<file path="config.mk">
export PLATFORM = sky130hd
export DESIGN_NAME = incl_cache_ctrl
export DESIGN_NICKNAME = d
export VERILOG_FILES = /design/src/rtl/incl_pkg.sv /design/src/rtl/incl_l1_tags.sv /design/src/rtl/incl_l2_tags.sv /design/src/rtl/incl_cache_ctrl.sv
export SDC_FILE = /design/constraint.sdc
export NUM_CORES = 1
export LEC_CHECK = 0
export BUFFER_PORTS_ARGS = -buffer_cell sky130_fd_sc_hd__buf_4
export CAP_MARGIN = 20
export CORE_ASPECT_RATIO = 1.75
export CORE_MARGIN = 5
export CORE_UTILIZATION = 25
export DETAILED_ROUTE_END_ITERATION = 16
export GPL_TIMING_DRIVEN = 0
export SYNTH_ARGS = -nofsm -noshare
export SYNTH_HDL_FRONTEND = slang
export SYNTH_SLANG_ARGS = --single-unit
</file>
<file path="constraint.sdc">
create_clock -name clk -period 5.8 [get_ports clk]
set_input_delay 0.29 -clock clk [delete_from_list [all_inputs] [get_ports clk]]
set_output_delay 0.29 -clock clk [all_outputs]
set_load 0.01 [all_outputs]
</file>
<file path="src/rtl/incl_pkg.sv">
package incl_pkg;
  parameter int ADDR_W   = 16;
  parameter int L1_IDX_W = 4;
  parameter int SUB_W    = 2;
  parameter int L2_SET_W = 3;

  typedef enum logic [2:0] {
    RES_L1_HIT       = 3'd0,
    RES_L2_HIT       = 3'd1,
    RES_FILL_BOTH    = 3'd2,
    RES_SNP_FILTERED = 3'd3,
    RES_SNP_HIT      = 3'd4
  } res_e;

  typedef enum logic [1:0] {
    ST_IDLE = 2'd0,
    ST_WALK = 2'd1,
    ST_FILL = 2'd2
  } ctl_state_e;
endpackage

</file>
<file path="src/rtl/incl_l1_tags.sv">
module incl_l1_tags #(
  parameter int IDX_W = 4,
  parameter int TAG_W = 12,
  localparam int LINES = 1 << IDX_W
) (
  input  logic                        clk,
  input  logic                        rst_n,
  input  logic [IDX_W-1:0]            rd_idx,
  output logic                        rd_valid,
  output logic [TAG_W-1:0]            rd_tag,
  input  logic                        wr_en,
  input  logic [IDX_W-1:0]            wr_idx,
  input  logic                        wr_valid,
  input  logic [TAG_W-1:0]            wr_tag,
  output logic [LINES-1:0]            tab_valid,
  output logic [LINES-1:0][TAG_W-1:0] tab_tag
);
  logic [LINES-1:0]            vld;
  logic [LINES-1:0][TAG_W-1:0] tg;

  always_ff @(posedge clk) begin
    if (!rst_n) vld <= '0;
    else if (wr_en) vld[wr_idx] <= wr_valid;
  end

  always_ff @(posedge clk) begin
    if (wr_en) tg[wr_idx] <= wr_tag;
  end

  assign rd_valid  = vld[rd_idx];
  assign rd_tag    = tg[rd_idx];
  assign tab_valid = vld;
  assign tab_tag   = tg;
endmodule

</file>
<file path="src/rtl/incl_l2_tags.sv">
module incl_l2_tags #(
  parameter int SET_W = 3,
  parameter int TAG_W = 11,
  localparam int SETS = 1 << SET_W
) (
  input  logic                             clk,
  input  logic                             rst_n,
  input  logic [SET_W-1:0]                 lk_set,
  input  logic [TAG_W-1:0]                 lk_tag,
  output logic                             lk_hit,
  output logic                             lk_way,
  output logic                             vic_way,
  output logic                             vic_valid,
  output logic [TAG_W-1:0]                 vic_tag,
  input  logic                             wr_en,
  input  logic [SET_W-1:0]                 wr_set,
  input  logic                             wr_way,
  input  logic                             wr_valid,
  input  logic [TAG_W-1:0]                 wr_tag,
  input  logic                             touch_en,
  input  logic [SET_W-1:0]                 touch_set,
  input  logic                             touch_way,
  output logic [SETS-1:0][1:0]             tab_valid,
  output logic [SETS-1:0][1:0][TAG_W-1:0]  tab_tag
);
  logic [SETS-1:0][1:0]            vld;
  logic [SETS-1:0][1:0][TAG_W-1:0] tg;
  logic [SETS-1:0]                 lru;  // way to replace next
  logic [1:0]                      hitv;

  for (genvar w = 0; w < 2; w++) begin : g_way
    assign hitv[w] = vld[lk_set][w] && (tg[lk_set][w] == lk_tag);
  end

  assign lk_hit    = |hitv;
  assign lk_way    = hitv[1];
  assign vic_way   = !vld[lk_set][0] ? 1'b0 :
                     !vld[lk_set][1] ? 1'b1 : lru[lk_set];
  assign vic_valid = vld[lk_set][vic_way];
  assign vic_tag   = tg[lk_set][vic_way];

  always_ff @(posedge clk) begin
    if (!rst_n) begin
      vld <= '0;
      lru <= '0;
    end else begin
      if (wr_en) vld[wr_set][wr_way] <= wr_valid;
      if (touch_en) lru[touch_set] <= ~touch_way;
    end
  end

  always_ff @(posedge clk) begin
    if (wr_en) tg[wr_set][wr_way] <= wr_tag;
  end

  assign tab_valid = vld;
  assign tab_tag   = tg;


  way_unique_chk: assert property (@(posedge clk) disable iff (!rst_n)
    $onehot0(hitv));
endmodule

</file>
<file path="src/rtl/incl_cache_ctrl.sv">
module incl_cache_ctrl
  import incl_pkg::*;
#(
  parameter int AW    = incl_pkg::ADDR_W,
  parameter int L1_IW = incl_pkg::L1_IDX_W,
  parameter int SW    = incl_pkg::SUB_W,
  parameter int L2_SW = incl_pkg::L2_SET_W
) (
  input  logic                   clk,
  input  logic                   rst_n,
  input  logic                   req_valid,
  output logic                   req_ready,
  input  logic                   req_snoop,
  input  logic [AW-1:0]          req_addr,
  output logic                   busy,
  output logic                   done,
  output logic [2:0]             done_code,
  output logic                   l1_cmd_valid,
  output logic                   l1_cmd_inval,
  output logic [L1_IW-1:0]       l1_cmd_index,
  output logic [AW-L1_IW-1:0]    l1_cmd_tag
);
  localparam int L1_TW  = AW - L1_IW;
  localparam int L2_BW  = AW - SW;
  localparam int L2_TW  = L2_BW - L2_SW;
  localparam int LINES  = 1 << L1_IW;
  localparam int SETS   = 1 << L2_SW;
  localparam int HI_IW  = L1_IW - SW;

  ctl_state_e          state;
  logic                op_snoop_q;
  logic [AW-1:0]       addr_q;
  logic [L2_BW-1:0]    walk_blk;
  logic [SW-1:0]       cnt;

  // request address fields
  logic [L1_IW-1:0] rq_idx;
  logic [L1_TW-1:0] rq_l1tag;
  logic [L2_SW-1:0] rq_set;
  logic [L2_TW-1:0] rq_l2tag;
  assign rq_idx   = req_addr[L1_IW-1:0];
  assign rq_l1tag = req_addr[AW-1:L1_IW];
  assign rq_set   = req_addr[SW +: L2_SW];
  assign rq_l2tag = req_addr[AW-1 -: L2_TW];

  // walk probe fields
  logic [L1_IW-1:0] walk_idx;
  logic [L1_TW-1:0] walk_tag;
  assign walk_idx = {walk_blk[HI_IW-1:0], cnt};
  assign walk_tag = walk_blk[L2_BW-1:HI_IW];

  // first-level array
  logic                         l1_rv, l1_we, l1_wv;
  logic [L1_TW-1:0]             l1_rt, l1_wtag;
  logic [L1_IW-1:0]             l1_ridx, l1_widx;
  logic [LINES-1:0]             l1_tab_v;
  logic [LINES-1:0][L1_TW-1:0]  l1_tab_t;

  assign l1_ridx = (state == ST_WALK) ? walk_idx : rq_idx;

  incl_l1_tags #(.IDX_W(L1_IW), .TAG_W(L1_TW)) u_l1 (
    .clk(clk), .rst_n(rst_n), .rd_idx(l1_ridx), .rd_valid(l1_rv), .rd_tag(l1_rt),
    .wr_en(l1_we), .wr_idx(l1_widx), .wr_valid(l1_wv), .wr_tag(l1_wtag),
    .tab_valid(l1_tab_v), .tab_tag(l1_tab_t));

  // second-level array
  logic                              l2_hit, l2_hway, vic_way, vic_valid;
  logic [L2_TW-1:0]                  vic_tag;
  logic                              l2_we, l2_wway, l2_wv, touch_en, touch_way;
  logic [SETS-1:0][1:0]              l2_tab_v;
  logic [SETS-1:0][1:0][L2_TW-1:0]   l2_tab_t;

  incl_l2_tags #(.SET_W(L2_SW), .TAG_W(L2_TW)) u_l2 (
    .clk(clk), .rst_n(rst_n), .lk_set(rq_set), .lk_tag(rq_l2tag),
    .lk_hit(l2_hit), .lk_way(l2_hway), .vic_way(vic_way), .vic_valid(vic_valid),
    .vic_tag(vic_tag), .wr_en(l2_we), .wr_set(rq_set), .wr_way(l2_wway),
    .wr_valid(l2_wv), .wr_tag(rq_l2tag), .touch_en(touch_en), .touch_set(rq_set),
    .touch_way(touch_way), .tab_valid(l2_tab_v), .tab_tag(l2_tab_t));

  logic fire, acc_l1_hit, probe_hit;
  assign req_ready  = (state == ST_IDLE);
  assign busy       = (state != ST_IDLE);
  assign fire       = req_valid && req_ready;
  assign acc_l1_hit = l1_rv && (l1_rt == rq_l1tag);
  assign probe_hit  = (state == ST_WALK) && l1_rv && (l1_rt == walk_tag);

  // write steering
  always_comb begin
    l1_we = 1'b0; l1_wv = 1'b1; l1_widx = rq_idx; l1_wtag = rq_l1tag;
    l2_we = 1'b0; l2_wway = l2_hway; l2_wv = 1'b1;
    touch_en = 1'b0; touch_way = l2_hway;
    unique case (state)
      ST_IDLE: if (fire) begin
        if (!req_snoop) begin
          if (!acc_l1_hit) begin
            if (l2_hit) begin
              l1_we = 1'b1; touch_en = 1'b1;
            end else begin
              l2_we = 1'b1; l2_wway = vic_way;
              touch_en = 1'b1; touch_way = vic_way;
              l1_we = !vic_valid;
            end
          end
        end else if (l2_hit) begin
          l2_we = 1'b1; l2_wv = 1'b0;
        end
      end
      ST_WALK: if (probe_hit) begin
        l1_we = 1'b1; l1_wv = 1'b0; l1_widx = walk_idx; l1_wtag = walk_tag;
      end
      ST_FILL: begin
        l1_we = 1'b1; l1_widx = addr_q[L1_IW-1:0]; l1_wtag = addr_q[AW-1:L1_IW];
      end
      default: ;
    endcase
  end

  // sequencing
  always_ff @(posedge clk) begin
    if (!rst_n) begin
      state        <= ST_IDLE;
      op_snoop_q   <= 1'b0;
      addr_q       <= '0;
      walk_blk     <= '0;
      cnt          <= '0;
      done         <= 1'b0;
      done_code    <= 3'd0;
      l1_cmd_valid <= 1'b0;
      l1_cmd_inval <= 1'b0;
      l1_cmd_index <= '0;
      l1_cmd_tag   <= '0;
    end else begin
      done         <= 1'b0;
      l1_cmd_valid <= l1_we;
      l1_cmd_inval <= !l1_wv;
      l1_cmd_index <= l1_widx;
      l1_cmd_tag   <= l1_wtag;
      unique case (state)
        ST_IDLE: if (fire) begin
          op_snoop_q <= req_snoop;
          addr_q     <= req_addr;
          cnt        <= '0;
          if (!req_snoop) begin
            if (acc_l1_hit) begin
              done <= 1'b1; done_code <= RES_L1_HIT;
            end else if (l2_hit) begin
              done <= 1'b1; done_code <= RES_L2_HIT;
            end else if (vic_valid) begin
              walk_blk <= {vic_tag, rq_set};
              state    <= ST_WALK;
            end else begin
              done <= 1'b1; done_code <= RES_FILL_BOTH;
            end
          end else if (l2_hit) begin
            walk_blk <= req_addr[AW-1:SW];
            state    <= ST_WALK;
          end else begin
            done <= 1'b1; done_code <= RES_SNP_FILTERED;
          end
        end
        ST_WALK: begin
          cnt <= cnt + 1'b1;
          if (cnt == '1) begin
            if (op_snoop_q) begin
              state <= ST_IDLE; done <= 1'b1; done_code <= RES_SNP_HIT;
            end else begin
              state <= ST_FILL;
            end
          end
        end
        ST_FILL: begin
          state <= ST_IDLE; done <= 1'b1; done_code <= RES_FILL_BOTH;
        end
        default: state <= ST_IDLE;
      endcase
    end
  end


  walk_step_chk: assert property (@(posedge clk) disable iff (!rst_n)
    (state == ST_WALK && cnt != '1) |=> (state == ST_WALK && cnt == $past(cnt) + 1'b1));


  walk_cmd_chk: assert property (@(posedge clk) disable iff (!rst_n)
    (state == ST_WALK) |=> (!l1_cmd_valid || l1_cmd_inval));


  walk_no_done_chk: assert property (@(posedge clk) disable iff (!rst_n)
    (state == ST_WALK && cnt != '1) |=> (!done && !req_ready));


  snoop_filter_chk: assert property (@(posedge clk) disable iff (!rst_n)
    (fire && req_snoop && !l2_hit) |=>
      (done && done_code == RES_SNP_FILTERED && !l1_cmd_valid));


  l2hit_fill_chk: assert property (@(posedge clk) disable iff (!rst_n)
    (fire && !req_snoop && !acc_l1_hit && l2_hit) |=>
      (done && l1_cmd_valid && !l1_cmd_inval && done_code == RES_L2_HIT));

  // every valid first-level line covered while idle
  for (genvar i = 0; i < LINES; i++) begin : g_incl
    localparam logic [L1_IW-1:0] IV = L1_IW'(i);
    logic [AW-1:0]    full;
    logic [L2_SW-1:0] cset;
    logic [L2_TW-1:0] ctag;
    logic             covered;
    assign full    = {l1_tab_t[i], IV};
    assign cset    = full[SW +: L2_SW];
    assign ctag    = full[AW-1 -: L2_TW];
    assign covered = (l2_tab_v[cset][0] && l2_tab_t[cset][0] == ctag) ||
                     (l2_tab_v[cset][1] && l2_tab_t[cset][1] == ctag);

    inclusion_chk: assert property (@(posedge clk) disable iff (!rst_n)
      (state == ST_IDLE && l1_tab_v[i]) |-> covered);
  end
endmodule

</file>
; After elaboration in Yosys (flattened, before gate mapping)
; Cells that the tools add are included.
[word_totals]
reg_bits = 465
in_bits = 20
out_inout_bits = 24
elab_cells = 203
[classes]
add_sub_neg = 1
magnitude_cmp = 8
eq_ne = 19
n_mux = 99
n_bitwise = 1
reduce_logical = 22
[ops]
columns = op, count
row1 = bitwise mux 192 bit, 1
row2 = bitwise mux 176 bit, 1
row3 = two-way mux 14 bit, 5
row4 = binary-select mux 22 bit (select 3 bit), 1
row5 = demux 22 bit (select 3 bit), 1
row6 = binary-select mux 12 bit (select 4 bit), 1
row7 = demux 12 bit (select 4 bit), 1
row8 = two-way mux 22 bit, 2
row9 = two-way mux 1 bit, 41
row10 = two-way mux 12 bit, 3
row11 = two-way mux 11 bit, 3
row12 = bitwise mux 16 bit, 2
row13 = equality test 12 bit, 2
row14 = two-way mux 3 bit, 8
row15 = one-hot mux 12 bit (2 select lines), 1
row16 = equality test 11 bit, 2
row17 = two-way mux 2 bit, 11
row18 = AND reduction 6 bit, 3
row19 = demux 11 bit (select 1 bit), 1
row20 = less-than comparator 4 x 5 -> 1 bit (second input constant), 2
row21 = logical AND 1 bit, 9
row22 = inequality test 3 bit (second input constant), 3
row23 = one-hot mux 3 bit (3 select lines), 1
row24 = bitwise mux 8 bit, 1
row25 = other kinds (31), 44

; Depth between registers and ports, before layout
; Gate-level depths: netlist (run 1).
[depth]
depth_word = 17
mapped_depth = 20
ltp_nobuf = 14

; By module
; A second synthesis (run 1) with hierarchy kept.
[unflattened]
hier_cells = 1268
area_unflattened_um2 = 20023.0
[by_module_without_submodules]
columns = module, n_inst, cells_each, area_per_inst_um2, seq_area_each_um2
row1 = incl_l2_tags, 1, 515, 8655.8, 5765.5
row2 = incl_l1_tags, 1, 405, 8182.8, 6085.8
row3 = incl_cache_ctrl, 1, 348, 3184.3, 1141.1

; Worst setup path before layout (run 1)
; No wires, ideal clock.
[synth_path]
kind = flip-flop to flip-flop
start = register state[1]
end = register u_l1.tg (netlist bit u_l1.tab_tag[132]), enable pin
setup_time_ps = 401
t_arrival_ps = 4674
t_required_ps = 5399
setup_slack_ps = 725
path_stages_with_launch = 17
n_path_buf = 3
synth_period_minus_slack_ps = 5075
path_cell_list = dfxtp_1 > inv_1 > ha_1 > buf_6 > mux2i_4 > buf_4 > mux4_2 > a22oi_1 > nand2_1 > xor2_1 > nor3_1 > nand4_1 > or2_1 > buf_6 > o311a_4 > or3b_4 > nor3_1
[synth_via]
elab_chain_cells = 10
word_cells_on_any_way = 19
classes_between = eq/ne: 4 / mux: 10 / reduce/logical: 5
[synth_rtl]
columns = element, line
row1 = "start, declared", incl_cache_ctrl.sv:30  ; ctl_state_e state;
row2 = "start signal, assigned", incl_cache_ctrl.sv:121  ; state <= ST_IDLE;
row3 = "start signal, assigned", incl_cache_ctrl.sv:150  ; state <= ST_WALK;
row4 = "start signal, assigned", incl_cache_ctrl.sv:156  ; state <= ST_WALK;
row5 = equality test 2 x 1 -> 1 bit, "incl_cache_ctrl.sv:59, incl_cache_ctrl.sv:85, incl_cache_ctrl.sv:92"
row6 = two-way mux 4 bit, incl_cache_ctrl.sv:59  ; assign l1_ridx = (state == ST_WALK) ? walk_idx : rq_idx;
row7 = binary-select mux 12 bit (select 4 bit), incl_l1_tags.sv:31  ; assign rd_tag = tg[rd_idx];
row8 = two-way mux 12 bit (not written as such), incl_l1_tags.sv:31
row9 = equality test 12 bit, incl_cache_ctrl.sv:84  ; assign acc_l1_hit = l1_rv && (l1_rt == rq_l1tag);
row10 = logical AND 1 bit, incl_cache_ctrl.sv:84
row11 = two-way mux 1 bit, incl_cache_ctrl.sv:95  ; if (!acc_l1_hit) begin
row12 = two-way mux 1 bit, incl_cache_ctrl.sv:94  ; if (!req_snoop) begin
row13 = two-way mux 1 bit, incl_cache_ctrl.sv:93  ; ST_IDLE: if (fire) begin
row14 = one-hot mux 1 bit (3 select lines) *, incl_cache_ctrl.sv:92  ; unique case (state)
row15 = "end signal, assigned by index", incl_l1_tags.sv:27  ; if (wr_en) tg[wr_idx] <= wr_tag;
row16 = "end, declared", incl_l1_tags.sv:19  ; logic [LINES-1:0][TAG_W-1:0] tg;
; Every way passes the cells marked *; elsewhere a longest branch is shown, timed or not. The select of a mux whose other input is x is not followed.
; A chain may end at the register's enable or synchronous reset.

; Final worst setup path (run 1)
[layout_path]
start = register state[1]
end = register u_l1.tg (netlist bit u_l1.tab_tag[26]), enable pin
; The elaborated chain is that of the path after synthesis.

==> results of run 1 <==
worst max-delay path, cell delays in order (launching register included):
cell and delay [ps]:
dfxtp_1 390, inv_1 100, ha_1 200, buf_6 150, mux2_2 410, buf_2 380
mux2i_1 160, a32oi_1 350, and2_1 220, o211ai_1 170, nor4_1 380, nand4_1 330
or2_1 320, buf_6 140, a21o_1 250, a221o_2 530, nor3_2 650, buf_4 330
cell type report:
class / instances / area, um2
Clock inverter: 28 / 317
Buffer: 92 / 445
Clock buffer: 51 / 1160
Timing Repair Buffer: 80 / 732
Fill cell: 7994 / 55800
Tap cell: 1042 / 1300
Sequential cell: 465 / 13000
Multi-Input combinational cell: 882 / 6660
Inverter: 25 / 113
per-layer routing:
layer	wire, um	part of all wire (%)	global-route usage [%]	vias up
li1	-	-	-	5798
met1	20900	33	14.2	6664
met2	34200	55	27.5	516
met3	3240	5.2	1.88	198
met4	4270	6.8	8.16	0
met5	0	0	0	-
report_power, final:
group / total, mW / switching, mW / internal [mW]
Combinational: 0.550 / 0.367 / 0.183
Sequential: 3.64 / 0.0134 / 3.63
Clock: 2.99 / 1.28 / 1.71
registers in the layout, indices dropped and copies added, names as in the netlist, 2 cells and up:
signal / count
u_l1.tab_tag: 192
done_code: 3
l1_cmd_index: 4
u_l2.lru: 8
walk_blk: 14
u_l1.tab_valid: 16
u_l2.tab_tag: 176
u_l2.tab_valid: 16
cnt: 2
l1_cmd_tag: 12
addr_q: 16
state: 2
worst max path at each step:
stage	to	slack, ps	start	cells after the start
2_1_floorplan	u_l1.tab_tag[132]	730	state[1]	16
3_3_place_gp	u_l1.tab_tag[186]	-2190	state[1]	16
3_5_place_dp	u_l1.tab_tag[88]	-690	state[1]	17
4_1_cts	u_l1.tab_tag[18]	-20	state[1]	17
5_1_grt	u_l1.tab_tag[26]	-150	state[1]	17
6_report	u_l1.tab_tag[26]	-20	state[1]	17
cells in the final DEF, fill, tap and decap left out, drive strengths merged, types with 6 or more instances in the layout:
cell type	count
a211oi	15
a21oi	54
a221o	11
a221oi	18
a22o	12
a22oi	12
a31oi	6
a32oi	17
and2	21
and3	18
buf	118
bufinv	6
clkbuf	104
clkinv	15
clkinvlp	12
dfxtp	97
edfxtp	368
ha	6
inv	20
mux2	24
mux2i	109
mux4	40
nand2	174
nand2b	11
nand3	33
nand3b	6
nor2	93
nor2b	10
nor3	28
o211ai	7
o21ai	28
o22ai	6
or3	8
xnor2	17
xor2	24
metrics by stage:
| step | instance area (um2) | total power, mW | instances | util [%] |
|---|---|---|---|---|
| after floorplan | 20000 | 4.03 | 1464 | - |
| after global placement | 21600 | 4.24 | 2547 | 27.2 |
| after detailed placement | 22000 | 4.25 | 2575 | 27.7 |
| after CTS | 23600 | 7.21 | 2661 | 29.7 |
| after global routing | 23700 | 7.38 | 2665 | 29.8 |
| final | 23700 | 7.18 | 2665 | 29.8 |
cells by family after synthesis:
family                     count (synthesis)  synth area share [%]
muxes                                    173                  11.5
and+or+nand+nor                          436                  10.3
xor gates and xnor gates                  41                  1.83
DFF                                      465                  65.0
buffers and inverters                    117                  2.66
AOI/OAI and AO/OA                        226                  8.36
adders and majority gates                  6                 0.375
what timing repair did:
item	4_1_cts	5_1_grt
hold endpoints to repair	1	0
resized for setup	12	10
pin swaps	1	0
setup buffers	6	4
endpoints found under the setup margin	463	201
hold buffers	1	0
==> metrics.md, run 1 <==
| Metric | Value |
|---|---|
| Ys flop type | `edfxtp_1` |
| Crit path capture type | `flip-flop` |
| DIE HEIGHT | `384 um` |
| TritonRoute pass-1 iters | `5` |
| First-pass GRT wire length | `90600 um` |
| Post-Route Skew | `25.4 ps` |
| CP startpoint kind | `flip-flop` |
| Core area | `0.0795 mm2` |
| Synth Warn # | `0` |
| Average size of a mapped cell | `13.7 um2` |
| Worst EP required | `approximately 6100 ps` |
| Cell variety after synth | `79` |
| Die Area | `0.0860 mm2` |
| Vias in the first global route | `13600` |
| Worst reg-to-reg path cell count | `17` |
| Routed wire length | `62600 um` |
| Leak | `7.97 nW` |
| Initial core utilization | `25.1%` |
| Share of flip-flops with an asynchronous set or reset | `0%` |
| FP Rows | `137` |
| Final setup vio count | `8` |
| Detailed-route via count | `13200` |
| Area leader, netlist | `edfxtp_1` |
| Area contributors post-synth | `edfxtp_1 (55%), dfxtp_1 (9.7%), mux2i_1 (5.3%)` |
| Cells after Synth | `1464` |
| R2r setup slk | `-20 ps` |
| Number of I/O port buffers | `slightly above 40` |
| Final Hold Vio Count | `0` |
| Worst-path clk slew | `70 ps` |
| Place WS | `-690 ps` |
| Gpl congestion | `0.896` |
| Inserted Clock Buffers | `between 40 and 50` |
| GRT Total Usage | `between 10% and 20%` |
| Crit path kind | `flip-flop to flip-flop` |
| Cell with the most instances after synthesis | `edfxtp_1` |
| Register area share after synthesis | `65.0%` |
| Min Tclk post-route | `between 5000 and 6000 ps` |
| Via density | `4.94` |
| Clock sink count | `465` |
| Max-Cap Viols | `0` |
| Final WS setup | `-16.2 ps` |
| Htree depth | `2` |
| Final ANT Viol Nets | `0` |
| Hold_sp | `req_addr[8]` |
| Syn Nets | `1490` |
| Top-Level Pins | `44` |
| Initial antenna violation count | `0` |
| Final period util | `100%` |
| Crit-path max FO | `10` |
| Hold depth | `1` |
| Clock Latency Late Sink | `570 ps` |
| Routed WL per cell | `around 24 um` |
| Diodes inserted | `0` |
| GRT overflow | `0` |
| VDD IR-drop max | `176 uV` |
| CTS tree | `built` |
| Outcome | `complete, but fails checks` |
| CTS root buffer | `clkbuf_16` |
| Cell Pwr Density | `around 300 mW/mm2` |
| Top achievable clock speed | `172 MHz` |
| Hold WS | `between 60 and 70 ps` |
| Layout area overhead | `18.6%` |
| DPL Wire Length | `between 40000 and 50000 um` |
| Die W | `224 um` |
| Max Slew Vio Count | `0` |
| Nets | `1616` |
| Layout cells sized above 1 | `19.0%` |
| Worst R2R End | `u_l1.tab_tag[26]` |
| R2R Path Start | `state[1]` |
| Failing checks | `negative setup slack` |
| CTS Buffer Depth | `3` |
| Post-synth top area share | `55.2%` |
| Hold endpoint | `u_l2.tab_tag[80]` |
| List of most frequent post-synthesis cells | `edfxtp_1 (368), nand2_1 (174), mux2i_1 (106)` |
| Worst min path class | `input pin to flip-flop` |
| EDFF count, synth | `368` |
| Max_slew headroom | `between 30% and 40%` |
| DRC Markers | `0` |
| Largest net degree at the start of global routing | `22` |
| Initial DRC Count | `1115` |
| Setup TNS | `-77.5 ps` |
| RSZ-0062 raised after global routing | `yes` |
| CP arrival | `just over 6000 ps` |
| Mapped Area | `0.0200 mm2` |
| Worst Max-Slew Pin Slew | `1020 ps` |
| #FFs+latches synth | `between 400 and 500` |
(Power assumes the default switching activity.)
==> inputs of run 2 (changes only) <==
- RECOVER_POWER: default -> 50
==> run 2 against run 1 <==
Against the previous run:
- the flow still finishes with violations (negative setup slack)
- register-to-register slack worse by 30 ps
- sequential share of layout area increased by 0.30 points
- total power is 0.16% lower
- clock skew down 3.2 ps
- count of clock-buffer cells in the layout unchanged
- critical endpoint unchanged
- largest power group unchanged
==> metrics.md, run 2 (synthesis gave the netlist of run 1 again) <==
| Metric | Value |
|---|---|
| Outcome | `complete, but fails checks` |
| Failing checks | `negative setup slack` |
| Leak | `7.84 nW (-1.6%)` |
| Max_slew headroom | `28.0% (-4.2 points)` |
| R2R Path Start | `state[1]` |
| Ordered cell list for the critical path | `inv_1 -> ha_1 -> buf_6 -> buf_2 -> buf_2 -> o21ai_0 -> a22oi_1 -> nand2_1 -> xor2_1 -> nor3_1 -> nand4_1 -> or2_1 -> buf_6 -> a21o_1 -> a221o_2 -> nor3_2 -> buf_4` |
| CTS Buffer Depth | `3 (unchanged)` |
| CTS tree | `built` |
| Most frequent cells in the layout | `edfxtp_1 (368), nand2_1 (174), mux2i_1 (106)` |
| CP delay by family, top | `compound AO/OA/AOI/OAI gates` |
| Post-Route Skew | `22.1 ps (-3.24 ps)` |
| Worst R2R End | `u_l1.tab_tag[26]` |
| Initial antenna violation count | `0 (unchanged)` |
| DRC Markers | `0 (unchanged)` |
| Worst min path class | `input pin to flip-flop` |
| Clock sink count | `465 (unchanged)` |
| Max Slew Vio Count | `0 (unchanged)` |
| Hold WS | `118 ps (+56.9 ps)` |
| TritonRoute pass-1 iters | `5 (unchanged)` |
| Final WS setup | `-43.3 ps (-27.0 ps)` |
| Critical Path Max Stage Delay | `860 ps (+210 ps)` |
| Number of I/O port buffers | `41 (unchanged)` |
| Worst EP required | `6050 ps (about the same)` |
| Hold_sp | `req_addr[1]` |
| Inserted Clock Buffers | `44 (unchanged)` |
| Via density | `4.94 (about the same)` |
| FILL cells | `8010 (+0.20%)` |
| Max reg flops | `192 (unchanged)` |
| DPL Wire Length | `46600 um (unchanged)` |
| Detailed-route via count | `13200 (-0.023%)` |
| Largest net degree at the start of global routing | `22 (unchanged)` |
| Top Layer Used | `met4` |
| FP Rows | `137 (unchanged)` |
| CP arrival | `6090 ps (+30 ps)` |
| Cell Pwr Density | `304 mW/mm2 (+0.38%)` |
| Clock Latency Late Sink | `570 ps (about the same)` |
| Final ANT Viol Nets | `0 (unchanged)` |
| Htree depth | `2 (unchanged)` |
| Final Hold Vio Count | `0 (unchanged)` |
| Die Area | `0.0860 mm2 (unchanged)` |
| Hold depth | `3 (+2)` |
| Crit path capture type | `flip-flop` |
| First-pass GRT wire length | `90600 um (unchanged)` |
| Final setup vio count | `8 (unchanged)` |
| GRT Total Usage | `14.1% (unchanged)` |
| Die W | `224 um (unchanged)` |
| RSZ-0062 raised after global routing | `yes` |
| Layout cells sized above 1 | `16.9% (-2.1 points)` |
| Routed WL per cell | `23.5 um (about the same)` |
| Worst Max-Slew Pin Slew | `1070 ps (+52.3 ps)` |
| Crit-path max FO | `10 (unchanged)` |
| Layout area overhead | `18.0%` |
| Slowest cell on crit path | `o21ai_0` |
| Max-Cap Viols | `0 (unchanged)` |
| CTS root buffer | `clkbuf_16` |
| Top-Level Pins | `44 (unchanged)` |
| GRT overflow | `0 (unchanged)` |
| R2r setup slk | `-40 ps (-30 ps)` |
| WL met1 | `20900 um (+0.12%)` |
| Worst reg-to-reg path cell count | `17 (unchanged)` |
| Final Core Density | `29.7% (-0.16 points)` |
| Met3 WL post-DR | `3260 um (+0.68%)` |
| Routed wire length | `62600 um (about the same)` |
| Initial core utilization | `25.1% (unchanged)` |
| WP buf/inv | `6 (+1)` |
| Crit path kind | `flip-flop to flip-flop` |
| Gpl congestion | `0.896 (unchanged)` |
| Core area | `0.0795 mm2 (unchanged)` |
| Final period util | `101% (+0.47 points)` |
| VDD IR-drop max | `176 uV (-0.12%)` |
| CP startpoint kind | `flip-flop` |
| Top achievable clock speed | `171 MHz (-0.46%)` |
| Min Tclk post-route | `5840 ps (+27.0 ps)` |
| Nets | `1616 (unchanged)` |
| Worst-path clk slew | `70 ps (about the same)` |
| Initial DRC Count | `1225 (+9.9%)` |
| DIE HEIGHT | `384 um (unchanged)` |
| Metal2 WL | `34300 um (+0.31%)` |
| Hold endpoint | `addr_q[1]` |
| Commonest non-fill, non-tap cell in the layout | `edfxtp_1` |
| Vias in the first global route | `13600 (unchanged)` |
| Diodes inserted | `0 (unchanged)` |
[run 2: worst reg2reg max path: cells and delay by family, from the launching register on]
kind            cells  cell delay, ps
compound gates      4            1870
simple gates        5            1770
buf+inv             6            1150
flops               1             390
fa+ha+maj           1             200
xor+xnor            1             150
[run 2: power breakdown]
part           internal, mW  switching [mW]  total [mW]
registers              3.63          0.0133        3.64
logic                 0.174           0.367       0.541
clock network          1.71            1.27        2.98
[run 2: through the flow]
stage | cells | power, mW | instance area (um2) | worst slack, ps | TNS, ps
2_1_floorplan | 1464 | 4.03 | 20000 | 725 | 0
3_3_place_gp | 2547 | 4.24 | 21600 | -2190 | -342730
3_5_place_dp | 2575 | 4.25 | 22000 | -690 | -110840
4_1_cts | 2661 | 7.21 | 23600 | -18.6 | -121
5_1_grt | 2665 | 7.37 | 23600 | -148 | -5100
6_report | 2665 | 7.17 | 23600 | -43.3 | -294
[run 2: area by class of cell]
type | instances | area [um2] | share of cell area (%)
Buffer | 92 | 445 | 1.89
Clock buffer | 51 | 1160 | 4.91
Timing Repair Buffer | 80 | 604 | 2.56
Multi-Input combinational cell | 882 | 6660 | 28.2
Inverter | 25 | 113 | 0.477
Sequential cell | 465 | 13000 | 55.1
Tap cell | 1042 | 1300 | 5.53
Clock inverter | 28 | 317 | 1.34
[run 2: worst max-delay path by stage]
| stage | from | to | slack (ps) | cells after the start |
|---|---|---|---|---|
| 2_1_floorplan | state[1] | u_l1.tab_tag[132] | 730 | 16 |
| 3_3_place_gp | state[1] | u_l1.tab_tag[186] | -2190 | 16 |
| 3_5_place_dp | state[1] | u_l1.tab_tag[88] | -690 | 17 |
| 4_1_cts | state[1] | u_l1.tab_tag[18] | -20 | 17 |
| 5_1_grt | state[1] | u_l1.tab_tag[26] | -150 | 17 |
| 6_report | state[1] | u_l1.tab_tag[26] | -40 | 17 |
[run 2: what timing repair did]
| action | CTS | global route |
|---|---|---|
| pin swaps | 1 | 0 |
| setup buffers | 6 | 4 |
| resized for setup | 12 | 10 |
| setup endpoints to repair | 463 | 201 |
| endpoints found under the hold margin | 1 | 0 |
| hold buffers | 1 | 0 |
[run 2: routing by layer]
layer	GRT usage (%)	up-vias
met1	14.2	6640
met2	27.5	559
li1	-	5790
met4	8.16	0
met3	1.88	184
met5	0	-
